==> src/rtl/gpio_pkg.sv <==
package gpio_pkg;
  typedef enum logic [1:0] {
    REG_DRIVE = 2'd0,
    REG_PULL  = 2'd1,
    REG_FLAG  = 2'd2,
    REG_IRQ   = 2'd3
  } gpio_reg_e;
endpackage

==> src/rtl/gpio_regs.sv <==
module gpio_regs
  import gpio_pkg::*;
#(
  parameter int unsigned PINS = 8,
  localparam int unsigned BW  = 2 * PINS
) (
  input  logic            clk,
  input  logic            rst_n,
  input  logic            wen,
  input  logic [1:0]      addr,
  input  logic [BW-1:0]   wdata,
  input  logic [PINS-1:0] flags,
  output logic [BW-1:0]   rdata,
  output logic [PINS-1:0] drv_q,
  output logic [PINS-1:0] oe_q,
  output logic [PINS-1:0] pen_q,
  output logic [PINS-1:0] pdir_q,
  output logic [PINS-1:0] esel_q,
  output logic [PINS-1:0] ie_q,
  output logic [PINS-1:0] clr
);
  logic         we_drive, we_pull, we_irq;
  logic [BW-1:0] drive_d, pull_d, irqc_d;

  always_comb begin
    we_drive = wen && (addr == REG_DRIVE);
    we_pull  = wen && (addr == REG_PULL);
    we_irq   = wen && (addr == REG_IRQ);
    drive_d  = we_drive ? wdata : {oe_q, drv_q};
    pull_d   = we_pull  ? wdata : {pdir_q, pen_q};
    irqc_d   = we_irq   ? wdata : {esel_q, ie_q};
    clr      = (wen && (addr == REG_FLAG)) ? wdata[PINS-1:0] : '0;
  end

  always_ff @(posedge clk or negedge rst_n) begin
    if (!rst_n) begin
      {oe_q, drv_q}   <= '0;
      {pdir_q, pen_q} <= '0;
      {esel_q, ie_q}  <= '0;
    end else begin
      {oe_q, drv_q}   <= drive_d;
      {pdir_q, pen_q} <= pull_d;
      {esel_q, ie_q}  <= irqc_d;
    end
  end

  always_comb begin
    unique case (addr)
      REG_DRIVE: rdata = {oe_q, drv_q};
      REG_PULL:  rdata = {pdir_q, pen_q};
      REG_FLAG:  rdata = {{PINS{1'b0}}, flags};
      default:   rdata = {esel_q, ie_q};
    endcase
  end

  // a write to the drive word lands in the register
  p_drive_write_r2: assert property (@(posedge clk) disable iff (!rst_n)
    we_drive |=> ({oe_q, drv_q} == $past(wdata)));
endmodule

==> src/rtl/gpio_edge_det.sv <==
module gpio_edge_det #(
  parameter int unsigned PINS = 8
) (
  input  logic            clk,
  input  logic            rst_n,
  input  logic [PINS-1:0] pad_in,
  input  logic [PINS-1:0] esel,
  output logic [PINS-1:0] det
);
  logic [PINS-1:0] s0_q, s1_q, prev_q;

  always_ff @(posedge clk or negedge rst_n) begin
    if (!rst_n) begin
      s0_q   <= '0;
      s1_q   <= '0;
      prev_q <= '0;
    end else begin
      s0_q   <= pad_in;
      s1_q   <= s0_q;
      prev_q <= s1_q;
    end
  end

  for (genvar i = 0; i < PINS; i++) begin : g_pin
    always_comb begin
      if (esel[i]) det[i] = prev_q[i] & ~s1_q[i];
      else         det[i] = s1_q[i] & ~prev_q[i];
    end
  end

  // an edge is reported only when the sampled level actually changed
  p_det_on_change_r4: assert property (@(posedge clk) disable iff (!rst_n)
    ((det & ~(s1_q ^ prev_q)) == '0));
endmodule

==> src/rtl/gpio_irq_flags.sv <==
module gpio_irq_flags #(
  parameter int unsigned PINS = 8
) (
  input  logic            clk,
  input  logic            rst_n,
  input  logic [PINS-1:0] det,
  input  logic [PINS-1:0] periph,
  input  logic [PINS-1:0] clr,
  input  logic [PINS-1:0] ie,
  output logic [PINS-1:0] flag_q,
  output logic            irq
);
  logic [PINS-1:0] set, flag_d;

  always_comb begin
    set    = det & ~periph;
    flag_d = (flag_q & ~clr) | set;
    irq    = |(flag_q & ie);
  end

  always_ff @(posedge clk or negedge rst_n) begin
    if (!rst_n) flag_q <= '0;
    else        flag_q <= flag_d;
  end

  // a write-1 without a coincident set leaves the flag clear
  p_clear_r6: assert property (@(posedge clk) disable iff (!rst_n)
    |(clr & ~set) |=> ((flag_q & $past(clr & ~set)) == '0));
  // a set always lands, even against a clear
  p_set_wins_r7: assert property (@(posedge clk) disable iff (!rst_n)
    |set |=> ((flag_q & $past(set)) == $past(set)));
  // with neither set nor clear a flag holds its value
  p_hold_r6: assert property (@(posedge clk) disable iff (!rst_n)
    1'b1 |=> (((flag_q ^ $past(flag_q)) & ~$past(set | clr)) == '0));
endmodule

==> src/rtl/gpio_pad_ctrl.sv <==
module gpio_pad_ctrl #(
  parameter int unsigned PINS = 8
) (
  input  logic            clk,
  input  logic            rst_n,
  input  logic [PINS-1:0] drv,
  input  logic [PINS-1:0] oe,
  input  logic [PINS-1:0] pen,
  input  logic [PINS-1:0] pdir,
  input  logic [PINS-1:0] periph,
  output logic [PINS-1:0] pad_dout,
  output logic [PINS-1:0] pad_oe,
  output logic [PINS-1:0] pad_pull_en,
  output logic [PINS-1:0] pad_pull_up
);
  logic [PINS-1:0] own;

  always_comb begin
    own         = ~periph;
    pad_dout    = drv & own;
    pad_oe      = oe & own;
    pad_pull_en = pen & ~oe & own;
    pad_pull_up = pdir & pad_pull_en;
  end

  // a driven pin is never pulled at the same time
  p_pull_excl_r3: assert property (@(posedge clk) disable iff (!rst_n)
    ((pad_pull_en & pad_oe) == '0));
  // a peripheral pin receives no control from this port
  p_periph_quiet_r9: assert property (@(posedge clk) disable iff (!rst_n)
    (((pad_oe | pad_dout | pad_pull_en | pad_pull_up) & periph) == '0));
endmodule

==> src/rtl/gpio_edge_port.sv <==
module gpio_edge_port #(
  parameter int unsigned PINS = 8,
  localparam int unsigned BW  = 2 * PINS
) (
  input  logic            clk,
  input  logic            rst_ni,
  input  logic            bus_wen,
  input  logic [1:0]      bus_addr,
  input  logic [BW-1:0]   bus_wdata,
  output logic [BW-1:0]   bus_rdata,
  input  logic [PINS-1:0] pad_in,
  input  logic [PINS-1:0] periph_mode,
  output logic [PINS-1:0] pad_dout,
  output logic [PINS-1:0] pad_oe,
  output logic [PINS-1:0] pad_pull_en,
  output logic [PINS-1:0] pad_pull_up,
  output logic            irq
);
  logic [1:0]      rst_pipe_q;
  logic            rst_n;
  logic [PINS-1:0] drv, oe, pen, pdir, esel, ie, clr, det, flags;

  always_ff @(posedge clk or negedge rst_ni) begin
    if (!rst_ni) rst_pipe_q <= '0;
    else         rst_pipe_q <= {rst_pipe_q[0], 1'b1};
  end
  assign rst_n = rst_pipe_q[1];

  gpio_regs #(.PINS(PINS)) u_regs (
    .clk(clk), .rst_n(rst_n), .wen(bus_wen), .addr(bus_addr),
    .wdata(bus_wdata), .flags(flags), .rdata(bus_rdata),
    .drv_q(drv), .oe_q(oe), .pen_q(pen), .pdir_q(pdir),
    .esel_q(esel), .ie_q(ie), .clr(clr)
  );

  gpio_edge_det #(.PINS(PINS)) u_edge (
    .clk(clk), .rst_n(rst_n), .pad_in(pad_in), .esel(esel), .det(det)
  );

  gpio_irq_flags #(.PINS(PINS)) u_flags (
    .clk(clk), .rst_n(rst_n), .det(det), .periph(periph_mode),
    .clr(clr), .ie(ie), .flag_q(flags), .irq(irq)
  );

  gpio_pad_ctrl #(.PINS(PINS)) u_pad (
    .clk(clk), .rst_n(rst_n), .drv(drv), .oe(oe), .pen(pen), .pdir(pdir),
    .periph(periph_mode), .pad_dout(pad_dout), .pad_oe(pad_oe),
    .pad_pull_en(pad_pull_en), .pad_pull_up(pad_pull_up)
  );

  // the request is raised only by an enabled, recorded flag
  p_irq_source_r8: assert property (@(posedge clk) disable iff (!rst_n)
    irq |-> ((flags & ie) != '0));
endmodule

==> config.mk <==
export PLATFORM = sky130hd
export DESIGN_NAME = gpio_edge_port
export DESIGN_NICKNAME = d
export VERILOG_FILES = /design/src/rtl/gpio_pkg.sv /design/src/rtl/gpio_regs.sv /design/src/rtl/gpio_edge_det.sv /design/src/rtl/gpio_irq_flags.sv /design/src/rtl/gpio_pad_ctrl.sv /design/src/rtl/gpio_edge_port.sv
export SDC_FILE = /design/constraint.sdc
export NUM_CORES = 1
export LEC_CHECK = 0
export ABC_AREA = 0
export BUFFER_PORTS_ARGS = -buffer_cell sky130_fd_sc_hd__buf_2
export CORE_MARGIN = 2
export CORE_UTILIZATION = 45
export DETAILED_ROUTE_END_ITERATION = 8
export GPL_TIMING_DRIVEN = 1
export PLACE_DENSITY = 0.71
export SLEW_MARGIN = 5
export SYNTH_ARGS = -nofsm -noshare
export SYNTH_HDL_FRONTEND = slang
export SYNTH_SLANG_ARGS = --single-unit
export TNS_END_PERCENT = 10
==> constraint.sdc <==
create_clock -name clk -period 2.6 [get_ports clk]
set_input_delay 0.52 -clock clk [delete_from_list [all_inputs] [get_ports clk]]
set_output_delay 0.52 -clock clk [all_outputs]
set_load 0.05 [all_outputs]
==> results of run 1 <==
-- path summary, 6_finish.rpt --
path                                   to      startpoint
max reg2reg                u_regs.ie_q[1]   rst_pipe_q[1]
max in group asynchronous  u_regs.ie_q[1]   rst_pipe_q[1]
max                          bus_rdata[7]     bus_addr[0]
min                        u_edge.s0_q[3]       pad_in[3]
min reg2reg                u_edge.s1_q[0]  u_edge.s0_q[0]
min in group asynchronous   rst_pipe_q[1]          rst_ni
-- per-layer routing --
metal / vias to the layer above / global-route usage (%) / wire (µm) / share of wire (%)
met4: 0 / 3.986 / 68 / 0.87
met2: 73 / 28.27 / 3597 / 46
met1: 1227 / 26.57 / 3692 / 47
met3: 7 / 6.340 / 492 / 6.3
li1: 1093 / - / - / -
met5: - / 0 / 0 / 0
-- through the flow --
step | setup slack [ns] | TNS, ns | power, mW
5_1_grt | 0.1860 | 0 | 3.739
6_report | 0.2577 | 0 | 3.565
4_1_cts | 0.2141 | 0 | 3.602
2_1_floorplan | -0.1927 | -1.349 | 2.398
3_3_place_gp | 0.2277 | 0 | 2.631
3_5_place_dp | 0.2238 | 0 | 2.653
-- power by group through the flow --
stage | registers (mW) | logic, mW | clock network (mW)
4_1_cts | 1.65 | 0.984 | 0.971
6_report | 1.65 | 0.976 | 0.941
2_1_floorplan | 1.60 | 0.793 | 0
5_1_grt | 1.68 | 1.03 | 1.03
3_5_place_dp | 1.67 | 0.980 | 0
3_3_place_gp | 1.66 | 0.968 | 0
-- cells in the final DEF, fill, tap and decap left out, drive strengths merged, types with 3 or more instances in the layout --
master / synthesis / layout
nor2b: 16 / 16
nor3b: 9 / 9
and2: 8 / 8
nor4bb: 8 / 8
buf: 9 / 94
a22oi: 4 / 4
mux4: 8 / 8
nor4b: 8 / 8
a211o: 8 / 8
clkbuf: 1 / 11
nand4b: 8 / 8
clkinv: 0 / 3
a22o: 8 / 8
mux2: 56 / 56
dfrtp: 82 / 82
-- repair_timing --
action | CTS | global route
setup buffers | 0 | 0
endpoints found under the setup margin | 0 | 0
hold buffers | 1 | 0
hold endpoints to repair | 2 | 0
gates resized for setup | 0 | 0
-- worst max-delay path, cell delays in order --
cell and delay (ns):
buf_2 0.42, mux4_1 0.64, buf_2 0.23
-- layout make-up --
cell class | count | area [µm²]
clock buffer | 11 | 151.4
clock inverter | 5 | 52.55
fill | 681 | 3390
multi-input combinational | 146 | 1528
sequential | 82 | 2056
tap | 102 | 127.6
timing repair buffer | 95 | 503.0
-- cell families (layout without fill, tap and decap cells) --
group	after synthesis	after routing	synth area share (%)
other	1	1	0.1027
AO/OA/AOI/OAI	20	20	4.663
buffers and inverters	10	111	2.057
flip-flops	82	82	56.22
multiplexers	64	64	23.55
AND/OR/NAND/NOR	61	61	13.40
==> results.toml, run 1 <==
[run_status]
run_status = "completed"

[floorplanning]
fp.dieArea_um2 = 8847
chipWidth_um = 94.06
boundaryPins = 86
fp.dieH_um = 94.06
core-area_um2 = 7807
floorplan.initialDensity_pct = 46.75
floorplan.rows = 32

[hold_path]
min_path_type = "primary input to flip-flop"
hold-path-cell-count = 1

[global_route]
antenna_found_initial = 0
grt-ovfl-total = 0
grtUsageTotal_pct = 18.76
first_pass_grt_wire_length_um = 12430
pin_count_of_the_biggest_net_entering_global_routing = 81
grt_pass1_vias = 2382

[power]
netSwitchingPower_mw = 1.212
power_per_cell_area_nw_per_um2 = 806.9
clock_power_share_pct = 26.4
seq_power_share_pct = 46.2
max-vdd-ir-drop_uv = 357.5
p_int_mw = 2.353
p_sw_share_pct = 34.00
share_comb_of_total_power_pct = 27.4
power.static_leakage_nw = 2.037

[critical_path]
crit_path_max_fanout = 21
arrival_ns = 1.82
ff2ff_path_depth = 0
worstSetupEndpointType = "primary output"
r2r_slack_ns = 1.43
worst-endpoint-required_ns = 2.08
crit_path_start_kind = "primary input"
critical_path_class = "primary input to primary output"

[sta]
grt_setup_unrepaired = "no"
timing.clock.skew_ns = 0.007502
worst_slew_margin_rel_pct = 32.50
fin_worst_hold_slack_ns = 0.2646
finalHoldViolations = 0
final_period_minus_worst_setup_slack_ns = 2.342
timing_worst_slew_pin_value_ns = 1.012
final.period_utilization_pct = 90.09
timing_max_transition_violations_final = 0
setup_viol_count_final = 0
fmax_ghz = 0.4269

[clock_tree]
ctsRootBufferMaster = "clkbuf_8"
clk_pin_slew_worst_paths_ns = 0.08
cts.htree.levels = 3
cts_made_buffers = 9
clock_tree_from_tritoncts = "yes"
cts.sink_count = 82
clock_latency_ns = 0.35
cts-root-to-sink-buffers = 2

[synthesis]
syn-instance-count = 238
post_synth_main_area_contributors = "dfrtp_1, mux2_2, mux2_4, mux4_2, nor2b_1"
synth_top_cell_by_area = "dfrtp_1"
synth_fp_nets = 275
syn-mean-instance-area_um2 = 15.34
synthDistinctLibCells = 25
synth_most_common_cell = "dfrtp_1"
ys_ff_latch = 82
synth_top_flop_cell = "dfrtp_1"
postSynth.asyncResetShare_pct = 100.0
post_synth_most_frequent_cells = "dfrtp_1, mux2_2, nor2b_1, mux2_4"
netlist_area_um2 = 3650
yosysTopAreaCellShare_pct = 56.22
sequential_fraction_of_the_synthesis_area_pct = 56.22
synth_enable_flop_cells = 0
yosys_warnings = 0

[drt]
viasPerCell = 5.442
routed_wire_length_per_instance_um = 17.80
drc = 0
routed_wire_length_um = 7850
drt_iter0_markers = 99
drt.antenna.violating_nets = 0
num_vias = 2400
drt_first_pass_iters = 4

[layout]
fin_area_um2 = 4418
final_core_utilization_pct = 56.59
layout-drive-gt1-share_pct = 51.92
n_antenna_cell = 0
area_grow_syn2layout_pct = 21.05
final_cell_count_no_fill = 441
final_nets = 371

[place]
place.gp.congestion = 0.7851
post-place-cells = 424
port_buffers = 85
place_area_um2 = 4204
hpwlAfterDp_um = 5282

[run]
max_cap_violations = 0
Note: power is estimated with default switching activity, not from simulation.
==> run 2: changes to the inputs <==
--- a/config.mk
+++ b/config.mk
@@ -11,8 +11,8 @@
 export CORE_UTILIZATION = 45
 export DETAILED_ROUTE_END_ITERATION = 8
 export GPL_TIMING_DRIVEN = 1
-export PLACE_DENSITY = 0.71
-export SLEW_MARGIN = 5
+export PLACE_DENSITY = 0.77
+export SLEW_MARGIN = 20
 export SYNTH_ARGS = -nofsm -noshare
 export SYNTH_HDL_FRONTEND = slang
 export SYNTH_SLANG_ARGS = --single-unit
==> results.toml, run 2 (same netlist as run 1, synthesis figures left out) <==
[power]
power.total_mw = 3.428
power.static_leakage_nw = 2.022
max-vdd-ir-drop_uv = 399.8
power_per_cell_area_nw_per_um2 = 779.5

[clock_tree]
clk_pin_slew_worst_paths_ns = 0.07
cts-root-to-sink-buffers = 2
post_cts.repair.setup_buffers = 0
cts_made_buffers = 9
cts.sink_count = 82
clock_tree_from_tritoncts = "yes"
clock_latency_ns = 0.34
ctsRootBufferMaster = "clkbuf_8"
cts.htree.levels = 3

[global_route]
antenna_found_initial = 0
first_pass_grt_wire_length_um = 12850
grtUsageTotal_pct = 19.08
grt_pass1_vias = 2508
pin_count_of_the_biggest_net_entering_global_routing = 81
grt-ovfl-total = 0

[layout]
layout-drive-gt1-share_pct = 51.04
mostFrequentLayoutCell = "buf_2"
layout_common_cells = "buf_2, dfrtp_1, mux2_2, nor2b_1"
area_grow_syn2layout_pct = 20.50
final_nets = 369
n_antenna_cell = 0
final_core_utilization_pct = 56.33

[critical_path]
ff2ff_path_depth = 2
crit_path_max_fanout = 17
timing.critical_path.cells = "buf_2 > mux4_1 > buf_2"
crit_path_start_kind = "primary input"
crit_path_frequent_cell = "buf_2"
worstSetupEndpointType = "primary output"
worst-endpoint-required_ns = 2.08
regToRegEndpoint = "u_flags.flag_q[5]"
arrival_ns = 1.79
rr_startpoint = "u_regs.esel_q[5]"
critical_path_class = "primary input to primary output"
r2r_slack_ns = 1.63
max_stage_delay_ns = 0.65
slowest_stage = "mux4_1"

[sta]
worst_slack_ns = 0.2862
fin_worst_hold_slack_ns = 0.2483
final.period_utilization_pct = 88.99
final_period_minus_worst_setup_slack_ns = 2.314
timing_worst_slew_pin_value_ns = 0.5157
worst_slew_margin_rel_pct = 65.58
setup_viol_count_final = 0
finalHoldViolations = 0
grt_setup_unrepaired = "no"
timing.clock.skew_ns = 0.006264
timing_max_transition_violations_final = 0
fmax_ghz = 0.4322

[hold_path]
min_path_type = "flip-flop to asynchronous set/reset pin"

[drt]
routed_wire_length_per_instance_um = 17.87
drt_iter0_markers = 65
drc = 0
viasPerCell = 5.531
drt_first_pass_iters = 4
num_vias = 2428
drt.antenna.violating_nets = 0
routed_wire_length_um = 7845

[place]
place.gp.congestion = 0.7388
port_buffers = 85
hpwlAfterDp_um = 5310
placement.setup.worst_slack_ns = 0.02943

[floorplanning]
floorplan.initialDensity_pct = 46.75
core-area_um2 = 7807
floorplan.rows = 32
fp.dieArea_um2 = 8847
fp.dieH_um = 94.06
boundaryPins = 86
chipWidth_um = 94.06

[run_status]
run_status = "completed"

[run]
max_cap_violations = 0
run 2: worst max path at each step:
stage	startpoint	slack, ns	end	depth (start not counted)
floorplan	periph_mode[1]	-0.19	pad_pull_up[1]	2
global placement	bus_addr[0]	-0.04	bus_rdata[12]	4
detailed placement	bus_addr[0]	0.03	bus_rdata[12]	4
CTS	bus_addr[0]	0.03	bus_rdata[12]	4
global route	bus_addr[0]	0.22	bus_rdata[10]	4
finish	bus_addr[0]	0.29	bus_rdata[5]	3
run 2: area by class of cell:
| class | count | area [µm²] |
|---|---|---|
| clock buffer | 13 | 148.9 |
| timing repair buffer | 93 | 520.5 |
| multi-input combinational | 146 | 1530 |
| sequential | 82 | 2056 |
| clock inverter | 3 | 15.01 |
| fill | 675 | 3410 |
| tap | 102 | 127.6 |
run 2: per-stage QoR:
step                TNS, ns  area (µm²)  instances
global placement    -0.1765        4194        421
detailed placement        0        4194        421
finish                    0        4398        439
global route              0        4398        439
floorplan            -1.349        3655        238
CTS                       0        4368        438
run 2: timing repair:
action                                  CTS  global route
hold endpoints to repair                  2             0
hold buffers                              1             0
gates resized for setup                   0             1
endpoints found under the setup margin    0             7
run 2: critical path: cells and delay by family:
kind	cells	cell delay (ns)
buffers and inverters	2	0.61
muxes	1	0.65
run 2: report_power, final:
part	internal, mW	switching (mW)	leakage (nW)
Clock	0.370	0.426	0.0872
Sequential	1.47	0.164	0.956
Combinational	0.398	0.602	0.979
Total	2.24	1.19	2.02
run 2: metal layers:
metal,GRT usage (%),wire (µm)
met3,4.093,411
met5,0,0
met4,6.522,86
met2,29.88,3742
met1,26.53,3605
==> run 3: changes to the inputs <==
--- a/config.mk
+++ b/config.mk
@@ -5,12 +5,13 @@
 export SDC_FILE = /design/constraint.sdc
 export NUM_CORES = 1
 export LEC_CHECK = 0
-export ABC_AREA = 0
+export ABC_AREA = 1
 export BUFFER_PORTS_ARGS = -buffer_cell sky130_fd_sc_hd__buf_2
 export CORE_MARGIN = 2
 export CORE_UTILIZATION = 45
 export DETAILED_ROUTE_END_ITERATION = 8
 export GPL_TIMING_DRIVEN = 1
+export HOLD_SLACK_MARGIN = 0.12
 export PLACE_DENSITY = 0.77
 export SLEW_MARGIN = 20
 export SYNTH_ARGS = -nofsm -noshare
==> results.toml, run 3 <==
[run_status]
run_status = "completed"

[critical_path]
timing.critical_path.cells = "buf_2 > inv_1 > nand3_1 > nand4_1 > buf_2"
worst-path-stages = 5
worst-endpoint-required_ns = 2.08
crit_family = "buffers and inverters"
crit_path_max_fanout = 20
crit_path_start_kind = "primary input"
critical_path_class = "primary input to primary output"
worst-path-buf-inv = 3
worstSetupEndpointType = "primary output"
slowest_stage = "inv_1"
crit_path_frequent_cell = "buf_2"
ff2ff_path_depth = 1
arrival_ns = 1.84
max_stage_delay_ns = 0.37

[drt]
routed_wire_length_per_instance_um = 13.37
viasPerCell = 4.952
routed_wire_length_um = 8850
drt.antenna.violating_nets = 0
num_vias = 3278
drt_first_pass_iters = 4
drt_iter0_markers = 201
drc = 0

[synthesis]
postSynth.asyncResetShare_pct = 100.0
post_synth_main_area_contributors = "dfrtp_1, nand2_1, inv_1, nand3_1, o21ai_2"
synthDistinctLibCells = 20
yosysTopAreaCellShare_pct = 53.56
synth_most_common_cell = "nand2_1"
netlist_area_um2 = 3831
syn-instance-count = 470
synth_top_cell_by_area = "dfrtp_1"
synth_fp_nets = 507
synth_top_flop_cell = "dfrtp_1"
syn-mean-instance-area_um2 = 8.151
synth_enable_flop_cells = 0
post_synth_most_frequent_cells = "nand2_1, dfrtp_1, inv_1, nand3_1, nor2_1"
yosys_warnings = 0
sequential_fraction_of_the_synthesis_area_pct = 53.56
ys_ff_latch = 82

[global_route]
first_pass_grt_wire_length_um = 14030
grt_pass1_vias = 2994
pin_count_of_the_biggest_net_entering_global_routing = 81
grt_most_used_layer = "met2"
grt-ovfl-total = 0
grt_use_met1_pct = 27.47
grtUsageTotal_pct = 20.14
antenna_found_initial = 0
global_routing_usage_on_met2_pct = 32.12
grt_util_met3_pct = 4.229

[sta]
timing_max_transition_violations_final = 0
timing_worst_slew_pin_value_ns = 0.5123
worst_slew_margin_rel_pct = 65.76
timing.setup.tns_ns = 0
finalHoldViolations = 0
fmax_ghz = 0.4243
final.period_utilization_pct = 90.65
setup_viol_count_final = 0
grt_setup_unrepaired = "no"
fin_worst_hold_slack_ns = 0.2341
timing.clock.skew_ns = 0.005532
final_period_minus_worst_setup_slack_ns = 2.357

[power]
power.static_leakage_nw = 2.572
power_per_cell_area_nw_per_um2 = 746.6
max-vdd-ir-drop_uv = 324.8
power.total_mw = 3.366

[floorplanning]
boundaryPins = 86
floorplan.rows = 33
fp.dieArea_um2 = 9268
floorplan.initialDensity_pct = 46.63
chipWidth_um = 96.27
core-area_um2 = 8217
fp.dieH_um = 96.27

[clock_tree]
clock_latency_ns = 0.35
cts_made_buffers = 9
clock_tree_from_tritoncts = "yes"
ctsRootBufferMaster = "clkbuf_8"
cts.sink_count = 82
cts-root-to-sink-buffers = 2
post_cts.repair.setup_buffers = 0
cts.htree.levels = 3
clk_pin_slew_worst_paths_ns = 0.08

[place]
place.gp.congestion = 0.8331
port_buffers = 85
post-place-cells = 645
hpwlAfterDp_um = 5953

[layout]
mostFrequentLayoutCell = "nand2_1"
final.fill_count = 799
layout.area.seq_um2 = 2056
multi_input_comb_area_um2 = 1391
final_cell_count_no_fill = 662
n_antenna_cell = 0
layout_common_cells = "nand2_1, buf_2, dfrtp_1, inv_1, nand3_1"
final_nets = 590
area_grow_syn2layout_pct = 17.67
layout-drive-gt1-share_pct = 22.80

[run]
max_cap_violations = 0

[hold_path]
min_path_type = "flip-flop to asynchronous set/reset pin"
run 3: cell types whose count changed in the layout (fill, tap and decap cells not counted), sizes merged, moves of 9 or more:
cell   delta
inv      +69
nand3    +47
o21ai    +32
nor2     +35
nor3b     -9
nand2   +170
nor2b    -16
mux2     -56
nand4    +15
run 3: metrics by stage:
step	cell area, µm²	utilization (%)	setup slack, ns
finish	4508	54.87	0.2430
floorplan	3831	-	0.1471
global route	4508	54.87	0.1392
global placement	4275	52.03	0.2835
detailed placement	4275	52.03	0.2671
CTS	4481	54.53	0.2594
run 3: final timing paths:
| kind | from | endpoint | slack, ns |
|---|---|---|---|
| hold / removal | rst_pipe_q[1] | u_edge.s0_q[5] | 0.23 |
| setup / recovery | bus_addr[0] | bus_rdata[1] | 0.24 |
| hold reg to reg | rst_pipe_q[1] | u_edge.s0_q[5] | 0.23 |
| min in group clk | pad_in[3] | u_edge.s0_q[3] | 0.27 |
| max in group asynchronous | rst_pipe_q[1] | u_flags.flag_q[6] | 1.77 |
| setup reg to reg | rst_pipe_q[1] | u_flags.flag_q[6] | 1.77 |
run 3: kinds of logic (layout without fill, tap and decap cells):
group | count (synthesis) | count (layout) | synth area share, %
AOI/OAI and AO/OA | 32 | 32 | 5.748
and+or+nand+nor | 270 | 270 | 30.47
DFF | 82 | 82 | 53.56
buffers and inverters | 85 | 172 | 10.12
other | 1 | 1 | 0.09788
run 3: layout make-up:
| type | count | area share [%] |
|---|---|---|
| clock buffers | 12 | 3.442 |
| flip-flops and latches | 82 | 45.60 |
| clock inverters | 3 | 0.8881 |
| well taps | 105 | 2.914 |
| multi-input cells | 303 | 30.86 |
| repair buffers | 88 | 10.44 |
| inverters | 69 | 5.856 |
run 3: layer usage:
metal	share of wire, %	wire length [µm]
met5	0	0
met4	1.1	96
met3	8.6	762
met2	48	4236
met1	42	3755
run 3: repair_timing:
action,4_1_cts,5_1_grt
hold buffers,1,0
endpoints found under the setup margin,0,0
resized for setup,0,0
endpoints found under the hold margin,2,0
run 3: where the power goes:
group          total (mW)  switching (mW)  internal [mW]
Sequential           1.59           0.149           1.44
Combinational       0.850           0.618          0.232
Clock               0.923           0.434          0.489
Total                3.37            1.20           2.16
